## config.mk

```make
export PLATFORM = sky130hd
export DESIGN_NAME = card_round_ctrl
export DESIGN_NICKNAME = d
export VERILOG_FILES = /design/src/rtl/card_round_pkg.sv /design/src/rtl/btn_edge.sv /design/src/rtl/round_judge.sv /design/src/rtl/bal_update.sv /design/src/rtl/card_round_ctrl.sv
export SDC_FILE = /design/constraint.sdc
export NUM_CORES = 1
export LEC_CHECK = 0
export BUFFER_PORTS_ARGS = -buffer_cell sky130_fd_sc_hd__buf_2
export CAP_MARGIN = 25
export CORE_AREA = 2 2 74 76
export DETAILED_ROUTE_END_ITERATION = 10
export DIE_AREA = 0 0 76 78
export PLACE_DENSITY_LB_ADDON = 0.05
export SLEW_MARGIN = 40
export SYNTH_ARGS = -nofsm -noshare
export SYNTH_HDL_FRONTEND = slang
export SYNTH_SLANG_ARGS = --single-unit
```

## constraint.sdc

```tcl
create_clock -name clk_i -period 3.2 [get_ports clk_i]
set_clock_uncertainty 0.2 [all_clocks]
set_input_delay 0.16 -clock clk_i [delete_from_list [all_inputs] [get_ports clk_i]]
set_output_delay 0.16 -clock clk_i [all_outputs]
set_load 0.03 [all_outputs]
```

## src/rtl/card_round_pkg.sv

```systemverilog
`timescale 1ns/1ps
package card_round_pkg;

  typedef enum logic [2:0] {
    RS_BET    = 3'd0,
    RS_DEAL   = 3'd1,
    RS_PLAY   = 3'd2,
    RS_DEALER = 3'd3,
    RS_SETTLE = 3'd4,
    RS_OVER   = 3'd5
  } round_state_t;

  typedef enum logic [1:0] {
    OC_NONE = 2'd0,
    OC_WIN  = 2'd1,
    OC_LOSE = 2'd2,
    OC_PUSH = 2'd3
  } outcome_t;

  localparam int unsigned BTN_N = 3;
  localparam int unsigned BTN_STEP  = 0;
  localparam int unsigned BTN_HIT   = 1;
  localparam int unsigned BTN_STAND = 2;

endpackage

```

## src/rtl/btn_edge.sv

```systemverilog
`timescale 1ns/1ps
module btn_edge #(
  parameter int unsigned N = 3
) (
  input  logic         clk_i,
  input  logic         rst_ni,
  input  logic [N-1:0] lvl_i,
  output logic [N-1:0] rise_o
);

  for (genvar g = 0; g < N; g++) begin : g_btn
    logic prev_q;
    always_ff @(posedge clk_i or negedge rst_ni) begin
      if (!rst_ni) prev_q <= 1'b0;
      else         prev_q <= lvl_i[g];
    end
    assign rise_o[g] = lvl_i[g] & ~prev_q;
  end

endmodule

```

## src/rtl/round_judge.sv

```systemverilog
`timescale 1ns/1ps
module round_judge
  import card_round_pkg::*;
#(
  parameter int unsigned TOTAL_W = 5
) (
  input  logic [TOTAL_W-1:0] p_tot_i,
  input  logic [TOTAL_W-1:0] d_tot_i,
  input  logic               p_bust_i,
  input  logic               d_bust_i,
  output outcome_t           outcome_o
);

  always_comb begin
    if (p_bust_i)                outcome_o = OC_LOSE;
    else if (d_bust_i)           outcome_o = OC_WIN;
    else if (p_tot_i > d_tot_i)  outcome_o = OC_WIN;
    else if (p_tot_i == d_tot_i) outcome_o = OC_PUSH;
    else                         outcome_o = OC_LOSE;
  end

endmodule

```

## src/rtl/bal_update.sv

```systemverilog
`timescale 1ns/1ps
module bal_update
  import card_round_pkg::*;
#(
  parameter int unsigned BAL_W   = 10,
  parameter int unsigned BET_W   = 4,
  parameter int unsigned MAX_BAL = 1000
) (
  input  logic [BAL_W-1:0] bal_i,
  input  logic [BET_W-1:0] bet_i,
  input  outcome_t         outcome_i,
  output logic [BAL_W-1:0] bal_o
);

  localparam int unsigned EXT_W = BAL_W + 1;
  localparam logic [EXT_W-1:0] CEIL = EXT_W'(MAX_BAL);

  logic [EXT_W-1:0] bal_x, bet_x, sum_x;

  assign bal_x = EXT_W'(bal_i);
  assign bet_x = EXT_W'(bet_i);
  assign sum_x = bal_x + bet_x;

  always_comb begin
    unique case (outcome_i)
      OC_WIN:  bal_o = (sum_x > CEIL) ? BAL_W'(MAX_BAL) : sum_x[BAL_W-1:0];
      OC_LOSE: bal_o = (bet_x >= bal_x) ? '0 : BAL_W'(bal_x - bet_x);
      default: bal_o = bal_i;
    endcase
  end

endmodule

```

## src/rtl/card_round_ctrl.sv

```systemverilog
`timescale 1ns/1ps
module card_round_ctrl
  import card_round_pkg::*;
#(
  parameter int unsigned START_BAL    = 200,
  parameter int unsigned MAX_BAL      = 1000,
  parameter int unsigned BET_W        = 4,
  parameter int unsigned TOTAL_W      = 5,
  parameter int unsigned DEALER_STAND = 17,
  localparam int unsigned BAL_W       = $clog2(MAX_BAL + 1)
) (
  input  logic               clk_i,
  input  logic               rst_ni,
  input  logic               step_i,
  input  logic               hit_i,
  input  logic               stand_i,
  input  logic [BET_W-1:0]   bet_i,
  input  logic               card_valid_i,
  input  logic [TOTAL_W-1:0] player_total_i,
  input  logic               player_bust_i,
  input  logic               player_natural_i,
  input  logic [TOTAL_W-1:0] dealer_total_i,
  input  logic               dealer_bust_i,
  output logic               draw_o,
  output logic               draw_to_dealer_o,
  output logic               hole_shown_o,
  output logic [BAL_W-1:0]   bal_o,
  output logic [BET_W-1:0]   bet_o,
  output logic [2:0]         state_o,
  output logic               game_over_o,
  output logic               win_o,
  output logic               lose_o,
  output logic               push_o
);

  localparam int unsigned DEAL_CARDS = 4;
  localparam int unsigned DC_W = $clog2(DEAL_CARDS);

  round_state_t       state_q;
  logic [BAL_W-1:0]   bal_q, bal_nxt;
  logic [BET_W-1:0]   bet_q;
  logic [DC_W-1:0]    deal_cnt_q;
  logic               card_pend_q, hit_req_q;
  logic               win_q, lose_q, push_q;
  logic [BTN_N-1:0]   btn_lvl, btn_rise;
  logic               step_e, hit_e, stand_e;
  logic               accept, dealer_done, play_idle;
  outcome_t           outcome;

  assign btn_lvl = {stand_i, hit_i, step_i};

  btn_edge #(.N(BTN_N)) u_edge (
    .clk_i  (clk_i),
    .rst_ni (rst_ni),
    .lvl_i  (btn_lvl),
    .rise_o (btn_rise)
  );

  assign step_e  = btn_rise[BTN_STEP];
  assign hit_e   = btn_rise[BTN_HIT];
  assign stand_e = btn_rise[BTN_STAND];

  round_judge #(.TOTAL_W(TOTAL_W)) u_judge (
    .p_tot_i   (player_total_i),
    .d_tot_i   (dealer_total_i),
    .p_bust_i  (player_bust_i),
    .d_bust_i  (dealer_bust_i),
    .outcome_o (outcome)
  );

  bal_update #(.BAL_W(BAL_W), .BET_W(BET_W), .MAX_BAL(MAX_BAL)) u_bal (
    .bal_i     (bal_q),
    .bet_i     (bet_q),
    .outcome_i (outcome),
    .bal_o     (bal_nxt)
  );

  assign dealer_done = dealer_bust_i || (dealer_total_i >= TOTAL_W'(DEALER_STAND));
  assign play_idle   = !card_pend_q && !hit_req_q;

  always_comb begin
    draw_o           = 1'b0;
    draw_to_dealer_o = 1'b0;
    unique case (state_q)
      RS_DEAL: begin
        draw_o           = 1'b1;
        draw_to_dealer_o = deal_cnt_q[0];
      end
      RS_PLAY: draw_o = hit_req_q;
      RS_DEALER: begin
        draw_o           = !card_pend_q && !dealer_done;
        draw_to_dealer_o = 1'b1;
      end
      default: ;
    endcase
  end

  assign accept = draw_o && card_valid_i;

  always_ff @(posedge clk_i or negedge rst_ni) begin
    if (!rst_ni) begin
      state_q     <= RS_BET;
      bal_q       <= BAL_W'(START_BAL);
      bet_q       <= '0;
      deal_cnt_q  <= '0;
      card_pend_q <= 1'b0;
      hit_req_q   <= 1'b0;
      win_q       <= 1'b0;
      lose_q      <= 1'b0;
      push_q      <= 1'b0;
    end else begin
      card_pend_q <= accept;
      unique case (state_q)
        RS_BET: if (step_e && bet_i != '0) begin
          state_q    <= RS_DEAL;
          bet_q      <= bet_i;
          deal_cnt_q <= '0;
          hit_req_q  <= 1'b0;
          win_q      <= 1'b0;
          lose_q     <= 1'b0;
          push_q     <= 1'b0;
        end
        RS_DEAL: if (accept) begin
          deal_cnt_q <= deal_cnt_q + 1'b1;
          if (deal_cnt_q == DC_W'(DEAL_CARDS - 1)) state_q <= RS_PLAY;
        end
        RS_PLAY: begin
          if (accept) hit_req_q <= 1'b0;
          else if (play_idle) begin
            // totals are only trusted once the scorer has absorbed the last card
            if (player_bust_i)         state_q   <= RS_SETTLE;
            else if (player_natural_i) state_q   <= RS_DEALER;
            else if (stand_e)          state_q   <= RS_DEALER;
            else if (hit_e)            hit_req_q <= 1'b1;
          end
        end
        RS_DEALER: if (!card_pend_q && dealer_done) state_q <= RS_SETTLE;
        RS_SETTLE: begin
          bal_q  <= bal_nxt;
          win_q  <= (outcome == OC_WIN);
          lose_q <= (outcome == OC_LOSE);
          push_q <= (outcome == OC_PUSH);
          state_q <= (bal_nxt == '0 || bal_nxt == BAL_W'(MAX_BAL)) ? RS_OVER : RS_BET;
        end
        RS_OVER: ;
        default: state_q <= RS_BET;
      endcase
    end
  end

  assign bal_o        = bal_q;
  assign bet_o        = bet_q;
  assign state_o      = state_q;
  assign game_over_o  = (state_q == RS_OVER);
  assign hole_shown_o = (state_q == RS_DEALER) || (state_q == RS_SETTLE);
  assign win_o        = win_q;
  assign lose_o       = lose_q;
  assign push_o       = push_q;


  zero_bet_hold_chk: assert property (@(posedge clk_i) disable iff (!rst_ni)
    (state_q == RS_BET && bet_i == '0) |=> state_q != RS_DEAL);


  dealer_stop_chk: assert property (@(posedge clk_i) disable iff (!rst_ni)
    (state_q == RS_DEALER && !card_pend_q && dealer_done) |=> state_q == RS_SETTLE);


  outcome_onehot_chk: assert property (@(posedge clk_i) disable iff (!rst_ni)
    $onehot0({win_q, lose_q, push_q}));


  bal_range_chk: assert property (@(posedge clk_i) disable iff (!rst_ni)
    bal_q <= BAL_W'(MAX_BAL));


  over_sticky_chk: assert property (@(posedge clk_i) disable iff (!rst_ni)
    state_q == RS_OVER |=> (state_q == RS_OVER && $stable(bal_q)));

endmodule

```

==> metrics.yaml <==
rrSetupSlack_ns: 0.06
num_rows: 26
hold_viol: 0
endpoint_kind: "flop"
r2r-end: "state_o[0]"
ff_latch_area_um2: 681
slowest_delay_ns: 0.39
worstSetupPathDepth: 18
period_share_pct: 98.3
fmax_mhz: 318
synth_top_family_by_area: "compound AO/OA/AOI/OAI gates"
ant_nets: 0
synthTopCellsByArea: "dfrtp_1, ha_1, nand2_1"
path_buf_inv: 3
synth_compound_area_share_pct: 28.2
grt_pass1_vias: 2640
dieArea_um2: 5930
grt.overflow.total: 0
die-height_um: 78
powerDensity_nw_per_um2: 1010
maxSlewHeadroom_pct: 58.2
grt_pass1_wl_um: 12700
clkSlewWorstSetupHoldPaths_ns: 0.11
nets: 445
die_w_um: 76
multi_input_area_um2: 1870
async_reset_ff_share_pct: 100
vias_per_cell: 5.94
wl_met2_um: 3930
status: "finished clean"
drt_iter0_drc: 198
startpoint_type: "input port"
avgSynthCellArea_um2: 8.11
io_buffers: 46
cts_made_buffers: 3
vdd_drop_max_uv: 726
top_layer_used: "met4"
wl_per_cell_um: 17.0
yosys.area.top_type: "dfrtp_1"
start_util_pct: 49.5
period_needed_ns: 3.15
synth-xor-area-share_pct: 1.40
gp_congestion: 0.988
maxSlewViolCount: 0
drtPass1Iterations: 4
antenna_cells: 0
dr_total_vias: 2803
htree_num_levels: 1
postSynthCellCount: 308
drc: 0
crit_path_top_delay_cell: "or3_4"
cp_top_family: "simple AND/OR/NAND/NOR gates"
netlist_area_um2: 2500
antenna_found_initial: 0
finalPower_w: 0.00360
r2r_cells: 10
n_fill_cell: 413
syn_to_final_growth_pct: 42.5
rsz0062_at_grt: "true"
pin_count: 47
synth_top_area_share_pct: 24.0
critical_path.cell_chain: "buf_8 -> inv_8 -> ha_4 -> and3_4 -> o21ai_1 -> nand2_1 -> nor3b_2 -> or2_4 -> ha_4 -> or2_4 -> or3_4 -> a2bb2oi_2 -> o211ai_1 -> buf_4 -> nor3_2 -> and4bb_1 -> mux2i_2 -> o211ai_2"
synth_warnings: 0
cts_tree: "done"
crit_arrival_ns: 3.13
clk_latency_ns: 0.29
drt-total-wl_um: 8010
setup_viol: 0
grtUsageTotal_pct: 26.4
placeableCoreArea_um2: 5040
tightest_slew_ns: 0.622
synthMuxAreaShare_pct: 1.70
synth-main-ff-cell: "dfrtp_1"
clock_sink_count: 27
drive_above_1_share_pct: 38.6
grt_max_degree: 28
cts-root-buf: "clkbuf_8"
ys_seq_area_share_pct: 27.2
clockBufferDepth: 2
synth-simple-area-share_pct: 25.1
met1Wirelength_um: 3450
crit_type: "in -> reg"
fin_util_pct: 70.6
maxCapViolations: 0
rr_startpoint: "bet_o[2]"
hold_path_class: "in -> async"
synth_edf_count: 0
synth_adder_area_share_pct: 10.1
path_max_fanout: 2
worstPathRequired_ns: 3.18
dp_hpwl_um: 5690
synth_nets: 350
netlist-cell-type-count: 65
dr_wl_met3_um: 476
yosys_register_bits: 27
ys_top_cells_by_count: "nand2_1, dfrtp_1, o21ai_0"
p_leak_nw: 1.57
yosysMostFrequentCell: "nand2_1"
==> per-stage QoR <==
step	cell area [um2]	hold slack (ns)	TNS (ns)	cells	setup WS, ns
final	3560	0.205	0	472	0.0538
after global routing	3560	0.282	-0.187	472	-0.115
after CTS	3420	0.249	-0.00908	468	-0.00908
after detailed placement	3150	0.0269	-0.852	447	-0.389
after global placement	3150	0.00875	-0.710	447	-0.348
after floorplan	2600	-0.336	-0.0754	308	-0.0390
==> how the worst max path moves through the flow <==
stage | from | slack, ns | endpoint
final | dealer_total_i[4] | 0.05 | state_o[0]
after detailed placement | dealer_total_i[1] | -0.39 | state_o[0]
after global routing | dealer_total_i[1] | -0.11 | state_o[0]
after floorplan | dealer_total_i[4] | -0.04 | state_o[2]
after CTS | bal_o[0] | -0.009 | state_o[0]
after global placement | dealer_total_i[1] | -0.35 | state_o[2]
==> layer usage <==
layer  track usage, %  vias to the layer above
met5                0                        -
met4             9.27                        0
met3             2.44                       15
met2             44.6                      120
met1             35.6                     1338
li1                 -                     1330
==> state kept, by name, summed over array words and instances (netlist names) <==
name / flops
bal_o: 10
bet_o: 4
state_o: 3
u_edge.g_btn.prev_q: 3
deal_cnt_q: 2
card_pend_q: 1
hit_req_q: 1
lose_o: 1
push_o: 1
win_o: 1
==> logic make-up (layout without fill, tap and decap cells) <==
| family | Yosys count | after routing |
|---|---|---|
| adders and majority gates | 19 | 19 |
| AOI/OAI and AO/OA | 97 | 97 |
| muxes | 4 | 4 |
| and+or+nand+nor | 118 | 118 |
| DFF | 27 | 27 |
| buffers and inverters | 39 | 133 |
| xor gates and xnor gates | 4 | 4 |
==> layout by cell type, fill, tap and decap left out, drive strengths merged, types with 3 or more instances in the layout <==
cell	synthesis	final
buf	5	99
nand2	34	34
dfrtp	24	24
o21ai	20	20
inv	18	18
ha	17	17
a21oi	15	15
nor2	14	14
dlygate4sd3	0	11
nand2b	9	9
nand3	9	9
o31ai	8	8
nor2b	8	8
nor3	8	8
or2	7	7
a21o	5	5
o221ai	5	5
nor3b	5	5
o211ai	5	5
nand4	4	4
o21a	4	4
a311oi	4	4
or3	4	4
nor4	4	4
xnor2	3	3
dfstp	3	3
clkbuf	15	3
a211oi	3	3
a31oi	3	3
==> area by class of cell <==
cell class	instances	share of cell area [%]
Clock buffer	3	1.16
Timing Repair Buffer	110	22.1
Clock inverter	1	0.211
Tap cell	70	2.46
Inverter	19	2.43
Sequential cell	27	19.1
Multi-Input combinational cell	242	52.5
==> power breakdown <==
part	leakage (nW)	internal [W]	switching [W]
sequential	0.333	0.000484	0.000178
combinational	1.21	0.00118	0.00154
clock	0.0217	0.0000890	0.000128
total	1.57	0.00175	0.00185
==> timing repair <==
action,4_1_cts,5_1_grt
buffers inserted,6,4
endpoints found under the hold margin,35,0
resized for setup,16,24
cloned,0,0
hold buffers,11,0
pin swaps,16,19
setup endpoints to repair,2,3
No activity file was read; power rests on OpenSTA's default activity.
